===== src/rtl/mram_wr_pkg.sv =====
package mram_wr_pkg;
  typedef enum logic [1:0] {
    CMD_IDLE   = 2'd0,
    CMD_READ   = 2'd1,
    CMD_PULSE  = 2'd2,
    CMD_VERIFY = 2'd3
  } arr_cmd_e;

  typedef enum logic [2:0] {
    S_IDLE,
    S_READ,
    S_PICK,
    S_PULSE,
    S_VERIFY
  } wr_state_e;
endpackage


===== src/rtl/mram_wr_split.sv =====
module mram_wr_split #(
  parameter int unsigned DATA_W = 32
) (
  input  logic [DATA_W-1:0] cur_i,
  input  logic [DATA_W-1:0] nxt_i,
  output logic [DATA_W-1:0] clr_o,
  output logic [DATA_W-1:0] set_o,
  output logic              none_o
);
  assign clr_o  = cur_i & ~nxt_i;
  assign set_o  = ~cur_i & nxt_i;
  assign none_o = (cur_i == nxt_i);
endmodule


===== src/rtl/mram_wr_grp_pick.sv =====
module mram_wr_grp_pick #(
  parameter int unsigned DATA_W  = 32,
  parameter int unsigned GRP_MAX = 8
) (
  input  logic [DATA_W-1:0] pend_i,
  output logic [DATA_W-1:0] grp_o,
  output logic [DATA_W-1:0] rest_o
);
  localparam int unsigned CNT_W = $clog2(DATA_W + 1);
  localparam logic [CNT_W-1:0] LIMIT = CNT_W'(GRP_MAX);

  logic [CNT_W-1:0] cnt;

  // lowest set bits first, up to LIMIT of them
  always_comb begin
    cnt   = '0;
    grp_o = '0;
    for (int i = 0; i < DATA_W; i++) begin
      if (pend_i[i] && (cnt < LIMIT)) begin
        grp_o[i] = 1'b1;
        cnt      = cnt + CNT_W'(1);
      end
    end
  end

  assign rest_o = pend_i & ~grp_o;
endmodule


===== src/rtl/mram_wr_verify.sv =====
module mram_wr_verify #(
  parameter int unsigned DATA_W = 32
) (
  input  logic [DATA_W-1:0] act_i,
  input  logic [DATA_W-1:0] rdata_i,
  input  logic              pol_i,
  output logic [DATA_W-1:0] fail_o,
  output logic              pass_o
);
  assign fail_o = act_i & (rdata_i ^ {DATA_W{pol_i}});
  assign pass_o = ~|fail_o;
endmodule


===== src/rtl/mram_wr_ctrl.sv =====
module mram_wr_ctrl
  import mram_wr_pkg::*;
#(
  parameter int unsigned DATA_W  = 32,
  parameter int unsigned ADDR_W  = 12,
  parameter int unsigned GRP_MAX = 8,
  parameter int unsigned PULSE_W = 4,
  parameter int unsigned VSEL_W  = 4
) (
  input  logic              clk_i,
  input  logic              rst_ni,
  input  logic              req_i,
  input  logic [ADDR_W-1:0] req_addr_i,
  input  logic [DATA_W-1:0] req_data_i,
  input  logic [PULSE_W-1:0] cfg_max_pulse_i,
  input  logic [VSEL_W-1:0] cfg_vsel_w0_i,
  input  logic [VSEL_W-1:0] cfg_vsel_w1_i,
  output logic              busy_o,
  output logic              done_o,
  output logic              err_o,
  output logic [DATA_W-1:0] fail_mask_o,
  output logic [1:0]        arr_cmd_o,
  output logic [ADDR_W-1:0] arr_addr_o,
  output logic [DATA_W-1:0] arr_mask_o,
  output logic              arr_pol_o,
  output logic              arr_bl_o,
  output logic              arr_sl_o,
  output logic [VSEL_W-1:0] arr_vsel_o,
  input  logic              arr_ack_i,
  input  logic [DATA_W-1:0] arr_rdata_i
);
  localparam logic [PULSE_W-1:0] ONE_PULSE = PULSE_W'(1);

  wr_state_e          state_q;
  logic [ADDR_W-1:0]  addr_q;
  logic [DATA_W-1:0]  data_q;
  logic [DATA_W-1:0]  pend0_q, pend1_q, act_q, fail_q;
  logic [PULSE_W-1:0] max_q, tries_q;
  logic [VSEL_W-1:0]  vsel0_q, vsel1_q;
  logic               pol_q, done_q, err_q;

  logic [DATA_W-1:0]  clr_mask, set_mask, pick_src, grp, rest, vfy_fail;
  logic               no_change, vfy_pass, pulsing;
  arr_cmd_e           cmd;

  mram_wr_split #(.DATA_W(DATA_W)) u_split (
    .cur_i  (arr_rdata_i),
    .nxt_i  (data_q),
    .clr_o  (clr_mask),
    .set_o  (set_mask),
    .none_o (no_change)
  );

  assign pick_src = pol_q ? pend1_q : pend0_q;

  mram_wr_grp_pick #(.DATA_W(DATA_W), .GRP_MAX(GRP_MAX)) u_pick (
    .pend_i (pick_src),
    .grp_o  (grp),
    .rest_o (rest)
  );

  mram_wr_verify #(.DATA_W(DATA_W)) u_vfy (
    .act_i   (act_q),
    .rdata_i (arr_rdata_i),
    .pol_i   (pol_q),
    .fail_o  (vfy_fail),
    .pass_o  (vfy_pass)
  );

  always_ff @(posedge clk_i or negedge rst_ni) begin
    if (!rst_ni) begin
      state_q <= S_IDLE;
      addr_q  <= '0;
      data_q  <= '0;
      pend0_q <= '0;
      pend1_q <= '0;
      act_q   <= '0;
      fail_q  <= '0;
      max_q   <= ONE_PULSE;
      tries_q <= '0;
      vsel0_q <= '0;
      vsel1_q <= '0;
      pol_q   <= 1'b0;
      done_q  <= 1'b0;
      err_q   <= 1'b0;
    end else begin
      done_q <= 1'b0;
      unique case (state_q)
        S_IDLE: begin
          if (req_i) begin
            addr_q  <= req_addr_i;
            data_q  <= req_data_i;
            max_q   <= (cfg_max_pulse_i == '0) ? ONE_PULSE : cfg_max_pulse_i;
            vsel0_q <= cfg_vsel_w0_i;
            vsel1_q <= cfg_vsel_w1_i;
            err_q   <= 1'b0;
            fail_q  <= '0;
            state_q <= S_READ;
          end
        end
        S_READ: begin
          if (arr_ack_i) begin
            pend0_q <= clr_mask;
            pend1_q <= set_mask;
            pol_q   <= ~|clr_mask;  // skip straight to polarity 1 if nothing clears
            if (no_change) begin
              done_q  <= 1'b1;
              state_q <= S_IDLE;
            end else begin
              state_q <= S_PICK;
            end
          end
        end
        S_PICK: begin
          act_q   <= grp;
          tries_q <= '0;
          if (pol_q) pend1_q <= rest;
          else       pend0_q <= rest;
          state_q <= S_PULSE;
        end
        S_PULSE: begin
          if (arr_ack_i) begin
            tries_q <= tries_q + ONE_PULSE;
            state_q <= S_VERIFY;
          end
        end
        S_VERIFY: begin
          if (arr_ack_i) begin
            if (vfy_pass) begin
              if (!pol_q && (pend0_q != '0)) begin
                state_q <= S_PICK;
              end else if (pend1_q != '0) begin
                pol_q   <= 1'b1;
                state_q <= S_PICK;
              end else begin
                done_q  <= 1'b1;
                state_q <= S_IDLE;
              end
            end else if (tries_q >= max_q) begin
              err_q   <= 1'b1;
              fail_q  <= vfy_fail;
              done_q  <= 1'b1;
              state_q <= S_IDLE;
            end else begin
              act_q   <= vfy_fail;  // retry only what failed
              state_q <= S_PULSE;
            end
          end
        end
        default: state_q <= S_IDLE;
      endcase
    end
  end

  always_comb begin
    unique case (state_q)
      S_READ:   cmd = CMD_READ;
      S_PULSE:  cmd = CMD_PULSE;
      S_VERIFY: cmd = CMD_VERIFY;
      default:  cmd = CMD_IDLE;
    endcase
  end

  assign pulsing     = (state_q == S_PULSE);
  assign busy_o      = (state_q != S_IDLE);
  assign done_o      = done_q;
  assign err_o       = err_q;
  assign fail_mask_o = fail_q;
  assign arr_cmd_o   = cmd;
  assign arr_addr_o  = addr_q;
  assign arr_mask_o  = pulsing ? act_q : '0;
  assign arr_pol_o   = pulsing & pol_q;
  assign arr_bl_o    = pulsing & ~pol_q;
  assign arr_sl_o    = pulsing & pol_q;
  assign arr_vsel_o  = pulsing ? (pol_q ? vsel1_q : vsel0_q) : '0;
endmodule


===== config.mk =====
export PLATFORM = sky130hd
export DESIGN_NAME = mram_wr_ctrl
export DESIGN_NICKNAME = d
export VERILOG_FILES = /design/src/rtl/mram_wr_pkg.sv /design/src/rtl/mram_wr_split.sv /design/src/rtl/mram_wr_grp_pick.sv /design/src/rtl/mram_wr_verify.sv /design/src/rtl/mram_wr_ctrl.sv
export SDC_FILE = /design/constraint.sdc
export NUM_CORES = 1
export LEC_CHECK = 0
export ABC_AREA = 1
export BUFFER_PORTS_ARGS = -buffer_cell sky130_fd_sc_hd__clkbuf_2
export CORE_ASPECT_RATIO = 1.1
export CORE_MARGIN = 1
export CORE_UTILIZATION = 60
export CTS_BUF_LIST = sky130_fd_sc_hd__clkbuf_16
export DETAILED_ROUTE_END_ITERATION = 7
export PLACE_DENSITY = 0.94
export SLEW_MARGIN = 20
export SYNTH_ARGS = -nofsm -noshare
export SYNTH_HDL_FRONTEND = slang
export SYNTH_SLANG_ARGS = --single-unit

===== constraint.sdc =====
create_clock -name clk_i -period 21.7 [get_ports clk_i]
set_input_delay 1.085 -clock clk_i [delete_from_list [all_inputs] [get_ports clk_i]]
set_output_delay 1.085 -clock clk_i [all_outputs]
set_load 0.02 [all_outputs]

==> impl_metrics.py <==
metrics = {
    "run_status": {
        "outcome": "completed",
    },
    "cts": {
        "htree_levels": 4,
        "cts_buffers": 17,
        "clock_tree.root_cell": "clkbuf_16",
        "ctsHoldBuffers": 0,
        "cts-resized-gates": 0,
        "cts_tree": "done",
        "path_clk_slew_ps": 70,
        "clock-sinks": 194,
        "postCtsSetupBuffers": 0,
        "clockBufferDepth": 2,
        "clock_latency_ps": 450,
    },
    "final_layout": {
        "multi_input_area_um2": 7666,
        "synthToLayoutAreaGrowth_pct": 11.63,
        "layout-drive-gt1-share_pct": 17.96,
        "fill_cells": 1788,
        "antennaDiodeCount": 0,
        "ff_latch_area_um2": 4857,
        "fin_nets": 2337,
    },
    "sta": {
        "setup_tns_ps": 0,
        "report.final.slew_viol_count": 0,
        "setup_violations": 0,
        "finClkSkew_ps": 9.912,
        "slew_headroom_pct": 32.28,
        "rsz0062_at_grt": "false",
        "worst_pin_slew_ps": 1015,
        "min_period_ps": 17630,
        "fin_crit_sh_pct": 81.24,
        "timing.fmax_mhz": 56.73,
        "hold_viol": 0,
        "setup_slack_ps": 4072,
    },
    "logic_synthesis": {
        "seq_area_frac_synth_pct": 34.51,
        "synth_edf_count": 0,
        "syn-num-nets": 2199,
        "synth_top_area_share_pct": 34.33,
        "netlist_area_um2": 14070,
        "synthArstFlopShare_pct": 100.0,
        "synthFlopType": "dfrtp_1",
        "yosys_warnings": 0,
        "avgSynthCellArea_um2": 7.003,
        "ys_ff_latch": 194,
        "synth_cells": 2009,
        "synth_area_leaders": "dfrtp_1 (34%), nand2_1 (14%), ha_1 (8.7%)",
        "yosysTopAreaCell": "dfrtp_1",
        "netlist-cell-type-count": 46,
    },
    "global_routing": {
        "antenna_found_initial": 0,
        "grt_pass1_vias": 13960,
        "grt.overflow.total": 0,
        "gr-usage-all-layers_pct": 34.28,
        "grt_max_degree": 119,
        "grt_pass1_wl_mm": 66.01,
    },
    "placement": {
        "dp_slack_ps": 4429,
        "placement.io_buffers": 179,
        "place_congestion": 0.9439,
        "dpl.hpwl_mm": 29.41,
    },
    "detailed_routing": {
        "drt_first_pass_iters": 7,
        "ant_nets": 0,
        "vias_per_cell": 5.811,
        "num_vias": 14300,
        "routedWlPerCell_um": 16.55,
        "routed_wl_mm": 40.70,
        "drc": 0,
        "drt-initial-drc-count": 1459,
    },
    "setup_path": {
        "cp-endpoint": "pend1_q[31]",
        "critPathArrivalTime_ps": 17990,
        "cp_data_required_time_ps": 22070,
        "path_common_cell": "ha_1",
        "end_kind": "register",
        "rr_endpoint": "pend1_q[31]",
        "critPathMaxFanout": 63,
        "crit_slowest_cell": "dfrtp_2",
        "r2r_cells": 109,
        "slowest_delay_ps": 850,
        "critPathKind": "reg2reg",
        "cp-start-kind": "register",
        "r2r_slack_ps": 4070,
        "timing.rr.start": "pol_q",
        "crit_start": "pol_q",
    },
    "die": {
        "dieArea_um2": 24070,
        "core_um2": 22930,
        "rows": 58,
        "io-pin-count": 180,
        "die_h_um": 162.6,
        "initial_core_util_pct": 61.35,
        "die_w_um": 148.0,
    },
    "job": {
        "cap_violations": 0,
    },
    "hold_path": {
        "hold_path_startpoint": "fail_mask_o[0]",
        "hp-class": "reg2reg",
    },
}
[cells in the final DEF (no fill, tap or decap), types with 2 or more instances in the layout]
master,Yosys,layout
nand2_1,533,532
inv_1,300,299
dfrtp_1,193,192
clkbuf_2,0,178
nor2_1,169,169
o21ai_0,156,156
a21oi_1,102,102
ha_1,98,98
nand3_1,72,72
nand4_1,55,55
nand2_2,46,47
inv_2,33,34
a22oi_1,30,30
nand3_2,29,29
nor4_1,27,27
clkbuf_16,0,17
nor2_2,16,16
a31oi_1,11,11
buf_4,1,11
nor2_4,9,9
nand3_4,7,7
nor3_1,6,6
inv_6,1,5
o21ai_2,5,5
a21oi_4,5,5
clkinv_1,3,4
a21oi_2,4,4
nand3b_1,4,4
clkinv_4,0,4
o21ai_1,3,3
inv_8,0,3
nand2_4,2,2
and2_1,2,2
xor2_2,2,2
and3_1,2,2
xnor2_1,2,2
clkinv_2,0,2
[routing by layer]
layer  GRT usage, %  vias up  share of wire (%)
met4          18.42        0                4.3
met1          41.77     6683                 39
met5              0        -                  0
met2          56.49      770                 47
li1               -     6677                  -
met3          7.759      165                9.3
[cells by family (layout without fill, tap and decap cells)]
logic type / Yosys count / count (layout) / share of synthesized area [%]
compound gates: 320 / 320 / 12.81
buf+inv: 408 / 559 / 11.02
xor+xnor: 6 / 6 / 0.5336
simple gates: 982 / 982 / 32.34
flops: 194 / 194 / 34.51
fa+ha+maj: 98 / 98 / 8.715
mux: 1 / 1 / 0.07115
[Yosys cell counts, types with 2 or more instances]
master,n
a21oi_1,102
a21oi_2,4
a21oi_4,5
a22oi_1,30
a31oi_1,11
and2_1,2
and3_1,2
buf_2,2
clkbuf_1,67
clkinv_1,3
dfrtp_1,193
ha_1,98
inv_1,300
inv_2,33
nand2_1,533
nand2_2,46
nand2_4,2
nand3_1,72
nand3_2,29
nand3_4,7
nand3b_1,4
nand4_1,55
nor2_1,169
nor2_2,16
nor2_4,9
nor3_1,6
nor4_1,27
o21ai_0,156
o21ai_1,3
o21ai_2,5
xnor2_1,2
xor2_2,2
[critical path: cells and delay by family (launching register included)]
family	cells	cell delay, ps
adders and majority gates	27	7890
and+or+nand+nor	49	4910
buffers and inverters	25	2340
AOI/OAI and AO/OA	8	1490
DFF	1	850
[sequential cells by signal (all words and copies together) (netlist names)]
signal and cells:
act_q 32, data_q 32, fail_mask_o 32, pend0_q 32
pend1_q 32, arr_addr_o 12, max_q 4, tries_q 4
vsel0_q 4, vsel1_q 4, state_q 3, done_o 1
err_o 1, pol_q 1
[per-stage QoR]
step	area [um^2]	hold slack [ps]	util, %	cells
floorplan	14070	449.5	-	2009
global placement	15150	461.3	66.08	2428
detailed placement	15150	464.4	66.08	2428
CTS	15700	484.0	68.48	2460
global route	15710	501.8	68.49	2460
finish	15710	481.8	68.49	2460
[cell type report]
class                           count  area share [%]
Clock inverter                     15          0.7966
Timing Repair Buffer              190           6.285
Clock buffer                       17           2.709
Inverter                          337           8.086
Multi-Input combinational cell   1407           48.81
Sequential cell                   194           30.92
Tap cell                          300           2.390
[how the worst min path moves through the flow]
| stage | endpoint | slack [ps] | cells past startpoint |
|---|---|---|---|
| 2_1_floorplan | vsel1_q[0] | 450 | 2 |
| 3_3_place_gp | arr_addr_o[10] | 460 | 2 |
| 3_5_place_dp | fail_mask_o[31] | 460 | 2 |
| 4_1_cts | fail_mask_o[0] | 480 | 2 |
| 5_1_grt | fail_mask_o[28] | 500 | 2 |
| 6_report | fail_mask_o[0] | 480 | 2 |
Power is left out: the tool's default activity adds up to more than one toggle a clock period on the data nets, which glitch-free logic cannot reach.
